$ cat src/rtl/s2mw_pkg.sv
package s2mw_pkg;
   localparam int WORD_W = 32;
   localparam int WORD_B = WORD_W / 8;
   localparam int BSH    = $clog2(WORD_B);

   // Descriptor field byte offsets
   localparam int OFS_NEXT = 0;
   localparam int OFS_BUF  = 4;
   localparam int OFS_CTRL = 12;
   localparam int OFS_STAT = 16;
   localparam int OFS_APP  = 20;

   // Status bit positions
   localparam int ST_DONE_BIT = 31;
   localparam int ST_SOP_BIT  = 27;
   localparam int ST_EOP_BIT  = 26;

   typedef enum logic [2:0] {
      W_WAIT, W_FETCH, W_DATA, W_WRITE, W_APPW, W_STAT, W_DROP
   } wstate_t;
endpackage

$ cat src/rtl/s2mw_ptr_regs.sv
module s2mw_ptr_regs #(
   parameter int AW = 32
) (
   input  logic          clk,
   input  logic          rst_n,
   input  logic          cur_wr,
   input  logic [AW-1:0] cur_val,
   input  logic          tail_wr,
   input  logic [AW-1:0] tail_val,
   input  logic          advance,
   input  logic [AW-1:0] next_ptr,
   input  logic          stop_req,
   output logic [AW-1:0] cur,
   output logic          idle,
   output logic          at_tail
);
   assign at_tail = (cur == tail_val);

   always_ff @(posedge clk or negedge rst_n) begin
      if (!rst_n) begin
         cur  <= '0;
         idle <= 1'b1;
      end else begin
         if (cur_wr)       cur <= cur_val;
         else if (advance) cur <= next_ptr;
         if (tail_wr)       idle <= 1'b0;
         else if (stop_req) idle <= 1'b1;
      end
   end
endmodule

$ cat src/rtl/s2mw_status_fmt.sv
module s2mw_status_fmt
   import s2mw_pkg::*;
#(
   parameter int LENW = 23
) (
   input  logic [LENW-1:0]   nbytes,
   input  logic              sop,
   input  logic              eop,
   output logic [WORD_W-1:0] word
);
   always_comb begin
      word              = '0;
      word[LENW-1:0]    = nbytes;
      word[ST_SOP_BIT]  = sop;
      word[ST_EOP_BIT]  = eop;
      word[ST_DONE_BIT] = 1'b1;
   end
endmodule

$ cat src/rtl/s2mw_app_latch.sv
module s2mw_app_latch
   import s2mw_pkg::*;
#(
   parameter int N   = 5,
   parameter int SEL = 3
) (
   input  logic                clk,
   input  logic                rst_n,
   input  logic                cap_en,
   input  logic [N*WORD_W-1:0] app_in,
   input  logic [SEL-1:0]      sel,
   output logic [WORD_W-1:0]   word_out
);
   logic [WORD_W-1:0] bank [N];

   for (genvar i = 0; i < N; i++) begin : g_word
      logic [WORD_W-1:0] q;
      always_ff @(posedge clk or negedge rst_n) begin
         if (!rst_n)      q <= '0;
         else if (cap_en) q <= app_in[i*WORD_W +: WORD_W];
      end
      assign bank[i] = q;
   end

   assign word_out = bank[sel];
endmodule

$ cat src/rtl/s2m_desc_walker.sv
module s2m_desc_walker
   import s2mw_pkg::*;
#(
   parameter int AW   = 32,
   parameter int LENW = 23,
   parameter int APPN = 5
) (
   input  logic                   clk,
   input  logic                   rst_n,
   input  logic                   cfg_run,
   input  logic                   cfg_cur_wr,
   input  logic [AW-1:0]          cfg_cur_val,
   input  logic                   cfg_tail_wr,
   input  logic [AW-1:0]          cfg_tail,
   output logic [AW-1:0]          stat_cur,
   output logic                   stat_idle,
   input  logic                   s_valid,
   output logic                   s_ready,
   input  logic [WORD_W-1:0]      s_data,
   input  logic                   s_last,
   input  logic [APPN*WORD_W-1:0] s_app,
   output logic                   mem_req,
   output logic                   mem_we,
   output logic [AW-1:0]          mem_addr,
   output logic [WORD_W-1:0]      mem_wdata,
   input  logic                   mem_ready,
   input  logic [WORD_W-1:0]      mem_rdata,
   output logic                   pkt_done
);
   localparam int CW  = LENW - BSH;
   localparam int AIW = (APPN > 1) ? $clog2(APPN) : 1;

   if (AW <= LENW || AW > WORD_W) begin : g_bad_aw
      $error("AW must exceed LENW and fit one memory word");
   end
   if (LENW <= BSH || LENW > ST_EOP_BIT) begin : g_bad_lenw
      $error("LENW must leave the status flag bits free");
   end
   if (APPN < 1 || APPN > 6) begin : g_bad_appn
      $error("APPN must be between 1 and 6");
   end

   wstate_t           st;
   logic [1:0]        fidx;
   logic [AW-1:0]     nxt_q, buf_q, fofs;
   logic [CW-1:0]     cap_q, cnt_q;
   logic [WORD_W-1:0] dat_q, app_word, stat_word;
   logic              last_q, eop_q, sop_q, inpkt_q, done_q;
   logic [AIW-1:0]    aidx_q;
   logic              at_tail, advance, stop_req, grant, cap_en;
   logic              unused_rd;

   assign unused_rd = ^{mem_rdata[ST_DONE_BIT-1:LENW]};
   assign grant     = mem_req && mem_ready;
   assign advance   = (st == W_STAT) && mem_ready;
   assign stop_req  = ((st == W_FETCH) && mem_ready && (fidx == 2'd3) && mem_rdata[ST_DONE_BIT])
                    || (advance && at_tail);
   assign cap_en    = (st == W_DATA) && s_valid && s_last;
   assign s_ready   = (st == W_DATA) || (st == W_DROP);
   assign pkt_done  = done_q;

   s2mw_ptr_regs #(.AW(AW)) u_ptr (
      .clk(clk), .rst_n(rst_n),
      .cur_wr(cfg_cur_wr), .cur_val(cfg_cur_val),
      .tail_wr(cfg_tail_wr), .tail_val(cfg_tail),
      .advance(advance), .next_ptr(nxt_q), .stop_req(stop_req),
      .cur(stat_cur), .idle(stat_idle), .at_tail(at_tail)
   );

   s2mw_status_fmt #(.LENW(LENW)) u_fmt (
      .nbytes({cnt_q, {BSH{1'b0}}}), .sop(sop_q), .eop(eop_q), .word(stat_word)
   );

   s2mw_app_latch #(.N(APPN), .SEL(AIW)) u_app (
      .clk(clk), .rst_n(rst_n), .cap_en(cap_en), .app_in(s_app),
      .sel(aidx_q), .word_out(app_word)
   );

   always_comb begin
      case (fidx)
         2'd0:    fofs = AW'(OFS_NEXT);
         2'd1:    fofs = AW'(OFS_BUF);
         2'd2:    fofs = AW'(OFS_CTRL);
         default: fofs = AW'(OFS_STAT);
      endcase
   end

   always_comb begin
      mem_req   = 1'b0;
      mem_we    = 1'b0;
      mem_addr  = stat_cur;
      mem_wdata = '0;
      case (st)
         W_FETCH: begin
            mem_req  = 1'b1;
            mem_addr = stat_cur + fofs;
         end
         W_WRITE: begin
            mem_req   = 1'b1;
            mem_we    = 1'b1;
            mem_addr  = buf_q + AW'({cnt_q, {BSH{1'b0}}});
            mem_wdata = dat_q;
         end
         W_APPW: begin
            mem_req   = 1'b1;
            mem_we    = 1'b1;
            mem_addr  = stat_cur + AW'(OFS_APP) + AW'({aidx_q, {BSH{1'b0}}});
            mem_wdata = app_word;
         end
         W_STAT: begin
            mem_req   = 1'b1;
            mem_we    = 1'b1;
            mem_addr  = stat_cur + AW'(OFS_STAT);
            mem_wdata = stat_word;
         end
         default: ;
      endcase
   end

   always_ff @(posedge clk or negedge rst_n) begin
      if (!rst_n) begin
         st      <= W_WAIT;
         fidx    <= '0;
         nxt_q   <= '0;
         buf_q   <= '0;
         cap_q   <= '0;
         cnt_q   <= '0;
         dat_q   <= '0;
         last_q  <= 1'b0;
         eop_q   <= 1'b0;
         sop_q   <= 1'b1;
         inpkt_q <= 1'b0;
         aidx_q  <= '0;
         done_q  <= 1'b0;
      end else begin
         done_q <= 1'b0;
         case (st)
            W_WAIT: if (cfg_run && !stat_idle) begin
               st   <= W_FETCH;
               fidx <= '0;
            end
            W_FETCH: if (grant) begin
               fidx <= fidx + 1'b1;
               case (fidx)
                  2'd0: nxt_q <= mem_rdata[AW-1:0];
                  2'd1: buf_q <= mem_rdata[AW-1:0];
                  2'd2: cap_q <= mem_rdata[LENW-1:BSH];
                  default: begin
                     cnt_q <= '0;
                     eop_q <= 1'b0;
                     if (mem_rdata[ST_DONE_BIT]) st <= inpkt_q ? W_DROP : W_WAIT;
                     else if (cap_q == '0)       st <= W_STAT;
                     else                        st <= W_DATA;
                  end
               endcase
            end
            W_DATA: if (s_valid) begin
               dat_q   <= s_data;
               last_q  <= s_last;
               inpkt_q <= !s_last;
               st      <= W_WRITE;
            end
            W_WRITE: if (grant) begin
               cnt_q <= cnt_q + 1'b1;
               if (last_q) begin
                  eop_q  <= 1'b1;
                  aidx_q <= '0;
                  st     <= W_APPW;
               end else if (cnt_q + 1'b1 == cap_q) begin
                  st <= W_STAT;
               end else begin
                  st <= W_DATA;
               end
            end
            W_APPW: if (grant) begin
               if (aidx_q == AIW'(APPN - 1)) st <= W_STAT;
               else                          aidx_q <= aidx_q + 1'b1;
            end
            W_STAT: if (grant) begin
               done_q <= eop_q;
               sop_q  <= eop_q || (sop_q && !inpkt_q);
               st     <= (at_tail && inpkt_q) ? W_DROP : W_WAIT;
            end
            W_DROP: if (s_valid && s_last) begin
               inpkt_q <= 1'b0;
               sop_q   <= 1'b1;
               st      <= W_WAIT;
            end
            default: st <= W_WAIT;
         endcase
      end
   end
endmodule

$ cat config.mk
export PLATFORM = sky130hd
export DESIGN_NAME = s2m_desc_walker
export DESIGN_NICKNAME = d
export VERILOG_FILES = /design/src/rtl/s2mw_pkg.sv /design/src/rtl/s2mw_ptr_regs.sv /design/src/rtl/s2mw_status_fmt.sv /design/src/rtl/s2mw_app_latch.sv /design/src/rtl/s2m_desc_walker.sv
export SDC_FILE = /design/constraint.sdc
export NUM_CORES = 1
export LEC_CHECK = 0
export BUFFER_PORTS_ARGS = -buffer_cell sky130_fd_sc_hd__buf_2
export CAP_MARGIN = 20
export CORE_ASPECT_RATIO = 0.8
export CORE_MARGIN = 3
export CORE_UTILIZATION = 55
export DETAILED_ROUTE_END_ITERATION = 8
export GPL_ROUTABILITY_DRIVEN = 0
export HOLD_SLACK_MARGIN = 0.02
export PLACE_DENSITY = 0.8
export SYNTH_ARGS = -nofsm -noshare
export SYNTH_HDL_FRONTEND = slang
export SYNTH_SLANG_ARGS = --single-unit
$ cat constraint.sdc
create_clock -name clk -period 4 [get_ports clk]
set_input_delay 0 -clock clk [delete_from_list [all_inputs] [get_ports clk]]
set_output_delay 0 -clock clk [all_outputs]
set_load 0.03 [all_outputs]
==> summary.md <==
| Metric | Value |
|---|---|
| Status | `complete, no violations` |
| DR WL/cell | `26.25 um` |
| Initial antenna violation count | `10` |
| Die width | `217.4 um` |
| Max_cap viols | `0` |
| Die area | `38070 sq um` |
| Critical Path End Type | `output pin` |
| Final period util | `95.16%` |
| Final WS setup | `0.1935 ns` |
| Clk sink count | `between 300 and 400` |
| Slew margin rel. | `about 28%` |
| Synth area leader | `dfrtp_1` |
| Leakage power | `11.61 nW` |
| Post-Syn Nets | `roughly 2200` |
| Vias | `19340` |
| Final instance area | `26060 sq um` |
| PortBufs | `396` |
| Post-synth ARST share | `100.0%` |
| Crit-path max cell delay | `0.71 ns` |
| Post-Syn Instances | `1832` |
| Share of the synthesized area in the top cell type | `43.53%` |
| Top-count cell post-synth | `dfrtp_1` |
| Slowest stage cell on the critical path | `or4_1` |
| R2r worst-path depth | `7` |
| Number of flops mapped to enable cells by yosys | `0` |
| Core Region | `35030 sq um` |
| Clock Pin Slew Worst Setup and Hold Paths | `0.06 ns` |
| Max Clock Skew | `0.03557 ns` |
| Worst Hold Margin | `0.1246 ns` |
| Global Route Usage Sum | `39.63%` |
| Die height | `175.1 um` |
| Post-Syn Area | `19660 sq um` |
| Post-route ant nets | `0` |
| DP Cell Count | `2608` |
| Hold Path Class | `input pin to async pin` |
| Synth cell types | `80` |
| Final Hold Fails | `0` |
| DR iter-0 viols | `2316` |
| Count of pins over their slew limit | `0` |
| Pwr dens | `683.5 nW/um^2` |
| Prevailing post-synth register cell | `dfrtp_1` |
| Layout cell share with drive strength beyond 1 | `about a third` |
| Max frequency | `262.7 MHz` |
| DR DRC count | `0` |
| 1st-pass router iterations | `6` |
| CP bufs+invs | `1` |
| CTS tree | `built` |
| Critical path depth | `9` |
| R2r setup slk | `about 0.9 ns` |
| RSZ-0062 raised after global routing | `no` |
| Fin crit period | `approximately 3.8 ns` |
| Final Util | `around three quarters` |
| HPWL Detailed | `a little under 50000 um` |
| WS Path Type | `flop to output pin` |
| Crit path required time | `4.00 ns` |
| Final wirelength | `approximately 77000 um` |
| Final non-filler cell total | `2947` |
| DP Worst Slack | `between 0.5 and 0.6 ns` |
| Root buffer cell | `clkbuf_16` |
| Starting Density | `56.13%` |
| Core Rows | `61` |
| Worst path arrival time | `3.81 ns` |
| Sequential fraction of the synthesis area | `about 44%` |
| Worst setup SP type | `flop` |
| Later-pin clock latency in the skew report | `0.55 ns` |
| Synth top area cells | `dfrtp_1 44%, mux2_2 16%, mux4_2 3.7%` |
| Placed Area | `22140 sq um` |
| Worst-Margin Slew | `between 1 and 1.5 ns` |
| Fin nets | `approximately 2800` |
| Setup_tns | `0 ns` |
| Area Growth Syn to Fin | `32.52%` |
| Max rail drop VDD | `482.1 uV` |
| Overall Power | `17.81 mW` |
| Seq cells post-synth | `between 300 and 400` |
| Number of global-route vias before repair | `19520` |
| Drt via density | `6.564` |
| Final setup vio count | `0` |
| Clock buffer count from CTS | `36` |
| IO Pins | `397` |
| Critical-path cell list | `nand4_1, or4_1, nor3_1, a21oi_1, nor3_1, mux2i_1, a21oi_1, nand3_1, buf_2` |
| Largest net degree at the start of global routing | `about 110` |
| Crit path max-delay family | `simple AND/OR/NAND/NOR gates` |
| GRT overflow | `0` |
| Ys Warns | `0` |
| First-pass GRT wire length | `115600 um` |
| Mean Syn Cell Area | `10.73 sq um` |
| H-tree Lvls | `2` |
| Crit path max fanout | `13` |
| CTS Buffer Depth | `3` |
| Most frequent cells after synthesis | `342 x dfrtp_1, 279 x mux2_2, 137 x nand2_1, 107 x o21ai_0, 97 x clkbuf_1` |
[logic make-up after synthesis]
kind of cell               after synthesis  synth area share (%)
AOI/OAI and AO/OA                      410                 13.37
muxes                                  353                 21.78
xor gates and xnor gates                94                 4.187
and+or+nand+nor                        415                 10.67
adders and majority gates               42                 2.787
buffers and inverters                  174                 3.411
DFF                                    344                 43.79
[worst paths after layout]
check,start,end
worst max register to register,st[0],u_ptr.idle
max in group asynchronous,rst_n,aidx_q[1]
worst max-delay path,u_ptr.cur[9],mem_addr[26]
min in group clk,cfg_run,fidx[1]
worst min register to register,u_app.g_word[0].q[29],u_app.g_word[0].q[29]
worst min-delay path,rst_n,nxt_q[25]
[power breakdown]
group / switching, mW / internal (mW) / total [mW]
clock: 1.54 / 2.03 / 3.57
sequential: 1.49 / 5.00 / 6.49
combinational: 4.35 / 3.39 / 7.74
total: 7.38 / 10.4 / 17.8
[layout make-up]
| cell class | count | area (sq um) |
|---|---|---|
| timing repair buffer | 703 | 5030 |
| clock buffer | 51 | 1079 |
| tap | 472 | 590.6 |
| multi-input combinational | 1314 | 10420 |
| inverter | 40 | 150.1 |
| antenna | 10 | 25.02 |
| clock inverter | 13 | 148.9 |
| sequential | 344 | 8616 |
| fill | 2240 | 8975 |
[registers in the layout (all words and copies together), names as in the netlist, 2 cells and up]
name,count
aidx_q,3
cnt_q,21
cap_q,21
nxt_q,32
st,3
dat_q,32
fidx,2
u_ptr.cur,32
buf_q,32
u_app.g_word.q,160
[routing by layer]
metal / track usage (%) / wire length, um
met1: 47.26 / 26950
met2: 63.07 / 35240
met3: 11.58 / 9118
met4: 25.48 / 6028
met5: 0 / 13
[cell usage in the layout (no fill, tap or decap), drive strengths merged, types with 28 or more instances in the layout]
cell type	Yosys	routed
nor3	28	28
o21ai	109	109
nand2	137	137
inv	39	42
nand3	34	34
clkbuf	97	51
xor2	57	57
a22oi	54	54
mux2i	42	42
buf	37	440
o22ai	33	33
dfrtp	342	342
nor2	81	81
ha	39	39
mux4	32	32
a21oi	79	79
xnor2	37	37
mux2	279	279
dlygate4sd3	0	263
nand4	28	28
[repair_timing]
item / in CTS / in global routing
hold endpoints to repair: 417 / 0
pin swaps: 0 / 1
gates resized for setup: 1 / 7
endpoints found under the setup margin: 2 / 11
buffers inserted: 0 / 2
hold buffers: 263 / 0
(Power assumes the default switching activity.)
